`config.mk`:
```
export PLATFORM = sky130hd
export DESIGN_NAME = margin_step_ctrl
export DESIGN_NICKNAME = d
export VERILOG_FILES = /design/src/rtl/margin_pkg.sv /design/src/rtl/margin_sync.sv /design/src/rtl/margin_timer.sv /design/src/rtl/margin_target.sv /design/src/rtl/margin_ramp.sv /design/src/rtl/margin_step_ctrl.sv
export SDC_FILE = /design/constraint.sdc
export NUM_CORES = 1
export LEC_CHECK = 0
export BUFFER_PORTS_ARGS = -buffer_cell sky130_fd_sc_hd__buf_2
export CORE_MARGIN = 2
export CORE_UTILIZATION = 57
export DETAILED_ROUTE_END_ITERATION = 6
export PLACE_DENSITY = 0.77
export RECOVER_POWER = 100
export SLEW_MARGIN = 25
export SYNTH_ARGS = -nofsm -noshare
export SYNTH_HDL_FRONTEND = slang
export SYNTH_HIERARCHICAL = 1
export SYNTH_SLANG_ARGS = --single-unit
```
`constraint.sdc`:
```
create_clock -name clk_i -period 9.39 [get_ports clk_i]
set_input_delay 1.4085 -clock clk_i [delete_from_list [all_inputs] [get_ports clk_i]]
set_output_delay 1.4085 -clock clk_i [all_outputs]
set_load 0.02 [all_outputs]
```
`src/rtl/margin_pkg.sv`:
```
package margin_pkg;
  // bit order {pin_neg, pin_pos}
  typedef enum logic [1:0] {
    CMD_HOLD = 2'b00,
    CMD_UP   = 2'b01,
    CMD_DOWN = 2'b10,
    CMD_IGN  = 2'b11
  } cmd_e;
endpackage

```
`src/rtl/margin_sync.sv`:
```
module margin_sync #(
  parameter int W          = 2,
  parameter int STABLE_CYC = 4
) (
  input  logic         clk_i,
  input  logic         rst_ni,
  input  logic [W-1:0] raw_i,
  output logic [W-1:0] acc_o
);
  localparam int CW  = $clog2(STABLE_CYC + 1);
  localparam int LIM = STABLE_CYC - 1;

  logic [W-1:0] s1_q, s2_q, s3_q;
  logic [CW-1:0] cnt_q;

  for (genvar i = 0; i < W; i++) begin : g_sync
    always_ff @(posedge clk_i or negedge rst_ni) begin
      if (!rst_ni) begin
        s1_q[i] <= 1'b0;
        s2_q[i] <= 1'b0;
      end else begin
        s1_q[i] <= raw_i[i];
        s2_q[i] <= s1_q[i];
      end
    end
  end

  always_ff @(posedge clk_i or negedge rst_ni) begin
    if (!rst_ni) begin
      s3_q  <= '0;
      cnt_q <= '0;
      acc_o <= '0;
    end else begin
      s3_q <= s2_q;
      if (s2_q != s3_q) cnt_q <= '0;
      else if (cnt_q != CW'(LIM)) cnt_q <= cnt_q + 1'b1;
      if (cnt_q == CW'(LIM)) acc_o <= s3_q;
    end
  end

  // accepted value only ever takes a pattern that was already settled
  p_accept_settled_r11: assert property (@(posedge clk_i) disable iff (!rst_ni)
    (acc_o != $past(acc_o)) |-> (acc_o == $past(s3_q)));
endmodule

```
`src/rtl/margin_timer.sv`:
```
module margin_timer #(
  parameter int PRESCALE       = 4,
  parameter int PG_DELAY_TICKS = 8
) (
  input  logic clk_i,
  input  logic rst_ni,
  input  logic pg_raw_i,
  output logic pgood_o,
  output logic slew_tick_o
);
  localparam int PW = $clog2(PRESCALE + 1);
  localparam int DW = $clog2(PG_DELAY_TICKS + 1);

  logic [PW-1:0] pre_q;
  logic [DW-1:0] dly_q;
  logic          tick;

  assign tick = (pre_q == PW'(PRESCALE - 1));

  always_ff @(posedge clk_i or negedge rst_ni) begin
    if (!rst_ni) pre_q <= '0;
    else if ((!pgood_o && !pg_raw_i) || tick) pre_q <= '0;
    else pre_q <= pre_q + 1'b1;
  end

  // owner: delay logic while pgood low, ramp while pgood high
  always_ff @(posedge clk_i or negedge rst_ni) begin
    if (!rst_ni) begin
      pgood_o <= 1'b0;
      dly_q   <= '0;
    end else if (pgood_o) begin
      dly_q <= '0;
      if (!pg_raw_i) pgood_o <= 1'b0;
    end else if (!pg_raw_i) begin
      dly_q <= '0;
    end else if (tick) begin
      if (dly_q == DW'(PG_DELAY_TICKS - 1)) begin
        pgood_o <= 1'b1;
        dly_q   <= '0;
      end else begin
        dly_q <= dly_q + 1'b1;
      end
    end
  end

  assign slew_tick_o = tick & pgood_o;

  p_pg_fall_r2: assert property (@(posedge clk_i) disable iff (!rst_ni)
    (pgood_o && !pg_raw_i) |=> !pgood_o);
  p_pg_rise_r2: assert property (@(posedge clk_i) disable iff (!rst_ni)
    $rose(pgood_o) |-> $past(pg_raw_i));
endmodule

```
`src/rtl/margin_target.sv`:
```
module margin_target
  import margin_pkg::*;
#(
  parameter int MAG_W   = 5,
  parameter int CODE_W  = 6,
  parameter int MAG_MAX = 20
) (
  input  logic                     clk_i,
  input  logic                     rst_ni,
  input  logic                     en_i,
  input  cmd_e                     cmd_i,
  input  logic [MAG_W-1:0]         mag_i,
  output logic signed [CODE_W-1:0] target_o
);
  logic signed [CODE_W-1:0] mag_s;

  always_comb begin
    int unsigned mv;
    mv = 32'(mag_i);
    if (mv > MAG_MAX) mv = MAG_MAX;
    mag_s = CODE_W'(mv);
  end

  always_ff @(posedge clk_i or negedge rst_ni) begin
    if (!rst_ni) target_o <= '0;
    else if (!en_i) target_o <= '0;
    else begin
      unique case (cmd_i)
        CMD_UP:   target_o <= mag_s;
        CMD_DOWN: target_o <= -mag_s;
        default:  target_o <= target_o;
      endcase
    end
  end

  p_hold_r6_r7: assert property (@(posedge clk_i) disable iff (!rst_ni)
    (en_i && (cmd_i == CMD_HOLD || cmd_i == CMD_IGN)) |=> $stable(target_o));
  p_bound_r8: assert property (@(posedge clk_i) disable iff (!rst_ni)
    (target_o <= CODE_W'(MAG_MAX)) && (target_o >= -CODE_W'(MAG_MAX)));
endmodule

```
`src/rtl/margin_ramp.sv`:
```
module margin_ramp #(
  parameter int CODE_W = 6
) (
  input  logic                     clk_i,
  input  logic                     rst_ni,
  input  logic                     en_i,
  input  logic                     tick_i,
  input  logic signed [CODE_W-1:0] target_i,
  output logic signed [CODE_W-1:0] code_o
);
  always_ff @(posedge clk_i or negedge rst_ni) begin
    if (!rst_ni) code_o <= '0;
    else if (!en_i) code_o <= '0;
    else if (tick_i && code_o < target_i) code_o <= code_o + 1'b1;
    else if (tick_i && code_o > target_i) code_o <= code_o - 1'b1;
  end

  p_off_r3: assert property (@(posedge clk_i) disable iff (!rst_ni)
    !en_i |=> (code_o == '0));
  p_no_tick_hold_r9: assert property (@(posedge clk_i) disable iff (!rst_ni)
    (en_i && !tick_i) |=> $stable(code_o));
  p_unit_step_r10: assert property (@(posedge clk_i) disable iff (!rst_ni)
    en_i |=> ((code_o - $past(code_o)) inside {-1, 0, 1}));
endmodule

```
`src/rtl/margin_step_ctrl.sv`:
```
module margin_step_ctrl
  import margin_pkg::*;
#(
  parameter int MAG_W          = 5,
  parameter int CODE_W         = 6,
  parameter int MAG_MAX        = 20,
  parameter int PRESCALE       = 4,
  parameter int PG_DELAY_TICKS = 8,
  parameter int STABLE_CYC     = 4
) (
  input  logic              clk_i,
  input  logic              rst_ni,
  input  logic              strap_ext_ref_i,
  input  logic              pin_neg_i,
  input  logic              pin_pos_i,
  input  logic              pg_raw_i,
  input  logic [MAG_W-1:0]  mag_i,
  output logic [CODE_W-1:0] margin_o,
  output logic              busy_o,
  output logic              pgood_o
);
  logic [1:0]               pins_acc;
  logic                     slew_tick, en;
  logic signed [CODE_W-1:0] target, code;
  cmd_e                     cmd;

  margin_sync #(.W(2), .STABLE_CYC(STABLE_CYC)) i_sync (
    .clk_i, .rst_ni, .raw_i({pin_neg_i, pin_pos_i}), .acc_o(pins_acc));

  margin_timer #(.PRESCALE(PRESCALE), .PG_DELAY_TICKS(PG_DELAY_TICKS)) i_timer (
    .clk_i, .rst_ni, .pg_raw_i, .pgood_o, .slew_tick_o(slew_tick));

  assign en  = pgood_o & ~strap_ext_ref_i;
  assign cmd = cmd_e'(pins_acc);

  margin_target #(.MAG_W(MAG_W), .CODE_W(CODE_W), .MAG_MAX(MAG_MAX)) i_target (
    .clk_i, .rst_ni, .en_i(en), .cmd_i(cmd), .mag_i, .target_o(target));

  margin_ramp #(.CODE_W(CODE_W)) i_ramp (
    .clk_i, .rst_ni, .en_i(en), .tick_i(slew_tick), .target_i(target), .code_o(code));

  assign margin_o = code;
  assign busy_o   = (code != target);

  p_reset_r1: assert property (@(posedge clk_i) !rst_ni |=> (margin_o == '0 || !rst_ni));
endmodule

```
# After elaboration in Yosys (flattened, before gate mapping)
# Cells that the tools add are included.
# word_totals
reg_bits,31
in_bits,11
output_inout_bits,8
elab_cells,60
# classes
add_sub_neg,6
magnitude_cmp,3
eq_ne,11
muxes,18
n_bitwise,3
reduce_logical,7
# ops
cell,count
$mux W6,4
$mux W4,4
$pmux W6 S2,1
$mux W3,3
$add A3 B1 Y3 const B,2
$add A6 B1 Y6 const B,1
$eq A3 B2 Y1 const B,2
$gt A6 B6 Y1,1
$lt A6 B6 Y1,1
$ne A3 B3 Y1 const B,2
$ne A6 B6 Y1,1
$neg A6 Y6,1
$sub A6 B1 Y6 const B,1
$gt A5 B5 Y1 const B,1
$mux W1,5
$mux W5,1
$add A4 B1 Y4 const B,1
$eq A4 B3 Y1 const B,1
$logic_and A1 B1 Y1,3
$ne A3 B1 Y1 const B,1
$ne A3 B2 Y1 const B,1
$and A1 B1 Y1,2
$eq A2 B1 Y1 const B,1
$eq A2 B2 Y1 const B,1
other kinds (5),6

# Depth between registers and ports, before layout
# Gate-level depths: netlist (run 1).
# depth
word_depth,6
depth_mapped,14
mapped_depth_nobuf,14

# Hierarchy
# The synthesis (run 1) kept the hierarchy.
# modules_own_cells
mod,n_inst,cells_per_inst,area_each_um2,seq_area_each_um2
margin_ramp,1,78,661.9,150.1
margin_target,1,50,422.9,150.1
margin_timer,1,35,401.6,200.2
margin_sync,1,25,399.1,275.3
margin_step_ctrl,1,9,70.1,0.0

# Worst setup path before layout (run 1)
# OpenSTA, ideal clock, no wires.
# synth_timing
kind,reg-to-reg
start,reg i_ramp.code_o[0]
end,reg i_ramp.code_o[5]
arrival_ns,3.141
t_required_ns,9.271
setup_slack_ns,6.131
stages_incl_launch_ff,14
cell_sequence,dfrtp_1 inv_1 ha_1 nand2b_1 a21oi_2 nor4_1 o21ai_0 ha_1 o21ai_0 o21bai_1 a21o_1 o311a_1 o21a_1 o21a_1
# synth_between
elab_chain_cells,4
# synth_rtl
item,line,text
"start, declared",margin_ramp.sv:9,output logic signed [CODE_W-1:0] code_o
"start signal, assigned",margin_ramp.sv:14,else if (tick_i && code_o < target_i) code_o <= code_o + 1'b1;
"start signal, assigned",margin_ramp.sv:15,else if (tick_i && code_o > target_i) code_o <= code_o - 1'b1;
$sub A6 B1 Y6 / $lt A6 B6 Y1 (equally long branches),"margin_ramp.sv:15, margin_ramp.sv:14",
$mux W6 / $logic_and A1 B1 Y1 (equally long branches),"margin_ramp.sv:15, margin_ramp.sv:14",
$mux W6,margin_ramp.sv:14,
$mux W6,margin_ramp.sv:13,else if (!en_i) code_o <= '0;
# Parallel ways exist; a longest one is shown, timed or not. The select of a mux whose other input is x is not followed.
# A chain may end at the register's enable or synchronous reset.

# Final worst setup path (run 1)
# layout_timing
start,reg i_ramp.code_o[5]
end,reg i_ramp.code_o[5]
# Same word-level chain as after synthesis.

==> flow_summary.ini, run 1 <==
[status]
run_status = finished with violations
violations = capacitance limit, slew limit

[grt]
grt_overflow = 0
grt_pass1_wl_um = 6810
antenna_found_initial = 0
grt_max_degree = 32
grt_usage_pct = 21.8
grt_pass1_vias = 1559

[min_path]
min_path_type = reg2reg

[synth]
yosysSeqAreaShare_pct = 39.7
yosysUniqueCellTypes = 57
synth_fp_nets = 225
ys.flop_type = dfrtp_1
ys_async_sr_fraction_pct = 100
ys.warnings.count = 6
synth_edf_count = 0
synth_cells = 197
ys_seq_elements = 31
avgSynthCellArea_um2 = 9.93
syn_area_um2 = 1960

[setup_path]
arrival_ps = 3990
start_kind = flop
end_kind = flop
critPathMaxFanout = 5
path_class = reg2reg
critical_path_required_ps = 9630

[clocking]
cts_tree = built
cts.repair.resized = 0
cts_buffers = 5
clock_latency_ps = 340
htreeDepth = 2
clock_sinks = 31
path_clk_slew_ps = 110
cts_buffer_depth = 2
cts_setup_buffers = 0
holdBufCountCts = 0
cts_root_buf = clkbuf_4

[finish]
diodes = 0
drive_gt1_share_pct = 9.68
final_common_cell = dfrtp_1
multi_input_area_um2 = 1060
nFillCells = 304
syn2layout_area_growth_pct = 7.55
fin_util_pct = 63.5
regArea_um2 = 776
nets = 244
final_cell_mix = dfrtp_1 (31), inv_1 (18), ha_1 (16), nand2_1 (12), clkbuf_1 (11)

[power]
p_seq_share_pct = 54.6
leakage_nw = 0.943
p_clk_share_pct = 29.0
p_sw_mw = 0.0920
p_sw_share_pct = 32.3
p_per_area_nw_per_um2 = 135
total_power_mw = 0.285
peakVddDrop_mv = 0.0951
p_int_mw = 0.193
combPwrFrac_pct = 16.3

[routing]
ant_nets = 0
route.detailed.drc = 0
vias = 1541
wl_per_cell_um = 14.1
drtIter0Drc = 148
finalWirelength_um = 3700
firstDrtPassIters = 4
viasPerCell = 5.86

[floorplan]
die_w_um = 62.6
io_pins = 19
core_um2 = 3310
dieArea_um2 = 3920
start_util_pct = 59.1
fp-row-count = 21
die_height_um = 62.6

[sta]
fin_crit_ps = 3740
fin_crit_sh_pct = 39.9
clock_skew_ps = 8.27
tns_ps = 0
drv_slew = 32
setup_viol = 0
worstMarginPinSlew_ps = 1600
setup_ws_ps = 5650
rsz0062_at_grt = false
clock.fmax_mhz = 267
hold_slack_ps = 360
slew_headroom_pct = -6.85
hold_viol = 0

[place]
gp_congestion = 0.854
port_buffers = 18
post-place-ws_ps = 5880
dpl.hpwl_um = 2770

[flow_run]
maxCapViolCount = 1
[metrics by stage]
stage | instance area [um^2] | std cells
final | 2100 | 263
after global routing | 2100 | 263
after CTS | 2130 | 263
after detailed placement | 2070 | 255
after global placement | 2070 | 255
after floorplan | 1960 | 197
[synth_stat cells (2+ instances only)]
cell	n	area share [%]
a211o_1	2	0.90
a211oi_1	2	0.77
a21o_1	3	1.2
a21oi_1	8	2.0
a221oi_1	2	0.90
and2_1	2	0.64
and3b_1	2	0.90
buf_2	4	1.0
dfrtp_1	31	40
ha_1	16	10
inv_1	18	3.5
mux2_2	2	1.2
mux2i_1	4	2.0
nand2_1	12	2.3
nand2b_1	4	1.3
nand3_1	6	1.5
nand3b_1	4	1.5
nand4_1	2	0.64
nor2_1	9	1.7
nor2b_1	3	0.96
nor3_1	3	0.77
nor4_1	2	0.64
o2111ai_1	2	0.90
o21a_1	2	0.77
o21ai_0	8	2.0
o21bai_1	2	0.77
xnor2_1	6	2.7
xor2_1	7	3.1
[state kept, by name, summed over array words and instances (netlist names)]
signal,cells
i_ramp/code_o,6
i_sync/s3_q,2
i_sync/acc_o,2
i_sync/cnt_q,3
i_timer/pgood_o,1
i_timer/pre_q,3
i_sync/s1_q,2
i_sync/s2_q,2
i_target/target_o,6
i_timer/dly_q,4
[final timing paths]
kind | startpoint | to | slack, ps | cells after the start
max | i_ramp/code_o[5] | i_ramp/code_o[5] | 5650 | 12
min | i_sync/s1_q[0] | i_sync/s2_q[0] | 360 | 0
max reg2reg | i_ramp/code_o[5] | i_ramp/code_o[5] | 5650 | 12
min reg2reg | i_sync/s1_q[0] | i_sync/s2_q[0] | 360 | 0
max in group asynchronous | rst_ni | i_ramp/code_o[1] | 7010 | 1
min in group asynchronous | rst_ni | i_target/target_o[4] | 1450 | 1
[per-layer routing]
metal  up-vias  GRT usage, %  wire length, um
met5         -             0                0
met2        35          37.1             1770
met1       739          27.4             1700
li1        759             -                -
met3         8          4.32              162
met4         0          8.61               64
[layout make-up]
class	instances	area share [%]
clock buffer	5	1.78
clock inverter	3	1.13
inverter	19	3.39
multi-input combinational	141	50.4
sequential	31	36.9
tap	46	2.74
timing repair buffer	18	3.63
[kinds of logic (layout without fill, tap and decap cells)]
family                   count (synthesis)  after routing  synth area share (%)
AND/OR/NAND/NOR                         57             57                  16.6
AO/OA/AOI/OAI                           48             48                  18.2
flip-flops                              31             31                  39.7
buffers and inverters                   25             45                  5.25
adder cells (fa/ha/maj)                 17             17                  11.3
XOR/XNOR                                13             13                  5.82
multiplexers                             6              6                  3.20
[power by group through the flow]
| stage | clock (mW) | sequential, mW | combinational, mW |
|---|---|---|---|
| after floorplan | 0 | 0.148 | 0.0431 |
| after global placement | 0 | 0.158 | 0.0451 |
| after detailed placement | 0 | 0.158 | 0.0475 |
| after CTS | 0.0872 | 0.155 | 0.0476 |
| after global routing | 0.0949 | 0.158 | 0.0529 |
| final | 0.0827 | 0.155 | 0.0465 |
[critical path, cell delays in order (launching register included)]
cell and delay, ps:
dfrtp_1 450, ha_1 380, nand4_1 180, a21oi_1 270
nor4_1 110, o21ai_0 470, ha_1 390, o21ai_0 330
o21bai_1 140, a21o_1 210, o311a_1 350, o21a_1 170
o21a_1 180
No activity file was read; power rests on OpenSTA's default activity.
==> inputs of run 2 (changes only) <==
- clock period: 9.39 -> 3.5 ns (I/O delays scaled with it)
==> run 2 against run 1 <==
  * Register-to-register slack got worse by 5500 ps
  * Sequential power rose to 2.7 times the previous value
  * Flip-flop and latch count unchanged
  * Critical endpoint unchanged
  * Highest routed layer unchanged
  * The run still ends with capacitance limit, slew limit left
  * Worst setup slack lost 5500 ps
  * Core utilization is 2.9 points higher
==> flow_summary.ini, run 2 (synthesis results as in run 1) <==
[routing]
wl_met1_um = 1840
route.detailed.drc = 0
drtIter0Drc = 203
vias = 1566
wl_per_cell_um = 15.0
firstDrtPassIters = 5
ant_nets = 0
finalWirelength_um = 4050
wl_met2_um = 1990
route.met3.wl_um = 184
dr.max_layer_used = met4
viasPerCell = 5.80

[grt]
grt_pass1_wl_um = 7370
grt_max_degree = 32
grt_overflow = 0
grt_pass1_vias = 1613
grt_usage_pct = 23.5
antenna_found_initial = 0

[sta]
clock_skew_ps = 3.82
clock.fmax_mhz = 299
fin_crit_sh_pct = 95.7
drv_slew = 32
slew_headroom_pct = -8.56
worstMarginPinSlew_ps = 1630
fin_crit_ps = 3350
setup_viol = 0
hold_viol = 0

[min_path]
hold_path_depth = 1
min_path_type = in2reg

[setup_path]
worst_path_max_delay_cell = dfrtp_1
slowest_delay_ps = 420
start_kind = flop
critical_path_required_ps = 3730
crit_chain = inv_1, ha_1, nand4_2, a21oi_2, nor4_2, o21ai_2, ha_1, a211oi_2, o21bai_1, a21o_1, o311a_1, o21a_1, o21a_1
r2r_cells = 13
arrival_ps = 3580
critPathMaxFanout = 5
end_kind = flop
path_class = reg2reg

[finish]
final_cell_mix = dfrtp_1 (31), inv_1 (18), ha_1 (16), nand2_1 (12)
drive_gt1_share_pct = 15.2
fin_util_pct = 66.4
fin_area_um2 = 2200
syn2layout_area_growth_pct = 12.4
nets = 251
final_common_cell = dfrtp_1
diodes = 0
top_regs = i_ramp/code_o x6, i_target/target_o x6, i_timer/dly_q x4
stdcell_count = 270

[status]
run_status = finished with violations
violations = capacitance limit, slew limit

[place]
placed_area_um2 = 2110
dp_cells = 260
port_buffers = 18
dpl.hpwl_um = 2970
gp_congestion = 0.902

[floorplan]
fp-row-count = 21
die_w_um = 62.6
core_um2 = 3310
die_height_um = 62.6
io_pins = 19
start_util_pct = 59.1
dieArea_um2 = 3920

[clocking]
cts_root_buf = clkbuf_4
path_clk_slew_ps = 110
cts_buffer_depth = 2
cts_buffers = 5
clock_sinks = 31
htreeDepth = 2
cts_tree = built
clock_latency_ps = 330

[power]
leakage_nw = 1.01
peakVddDrop_mv = 0.318
p_per_area_nw_per_um2 = 378

[flow_run]
maxCapViolCount = 1
run 2: cell types whose count changed in the layout (fill, tap and decap cells not counted), sizes merged:
cell and delta:
buf +9, clkbuf -2, clkinv +2, clkinvlp -2
bufinv +1, inv -1
run 2: layer usage:
metal | up-vias | GRT usage (%)
met5 | - | 0
met4 | 0 | 8.06
met3 | 6 | 5.05
met2 | 42 | 37.9
met1 | 747 | 31.4
li1 | 771 | -
run 2: final timing paths:
kind,from,to,slack [ps]
max,i_target/target_o[5],i_ramp/code_o[5],150
min,pin_neg_i,i_sync/s1_q[1],290
max reg2reg,i_target/target_o[5],i_ramp/code_o[5],150
min reg2reg,i_sync/s1_q[1],i_sync/s2_q[1],360
max in group asynchronous,rst_ni,i_ramp/code_o[0],1970
min in group asynchronous,rst_ni,i_target/target_o[4],590
run 2: area by class of cell:
class                      instances  area (um^2)
fill                             283         1110
clock inverter                     3         43.8
multi-input combinational        141         1080
inverter                          19         71.3
timing repair buffer              25          131
sequential                        31          776
tap                               46         57.6
clock buffer                       5         37.5
run 2: power by group:
part	switching, mW	internal, mW	leakage (nW)
clock	0.134	0.150	0.0452
sequential	0.0425	0.377	0.414
combinational	0.0666	0.0599	0.546
run 2: worst max-delay path: cells and delay by family (launching register included):
kind / cells / cell delay (ps)
DFF: 1 / 420
and+or+nand+nor: 2 / 500
adders and majority gates: 2 / 710
AOI/OAI and AO/OA: 8 / 1550
buffers and inverters: 1 / 60
run 2: per-stage QoR:
stage	hold WS, ps	setup TNS, ps	power (mW)	worst slack [ps]
finish	294	0	0.831	150
global route	255	-28.8	0.880	-28.8
CTS	240	0	0.838	124
detailed placement	335	-40.0	0.554	-40.0
global placement	332	0	0.544	196
floorplan	229	0	0.514	241
run 2: what timing repair did:
| action | in CTS | in global routing |
|---|---|---|
| pin swaps | 0 | 1 |
| gates resized for setup | 1 | 3 |
| hold buffers | 0 | 0 |
| endpoints found under the setup margin | 1 | 1 |
| setup buffers | 0 | 2 |
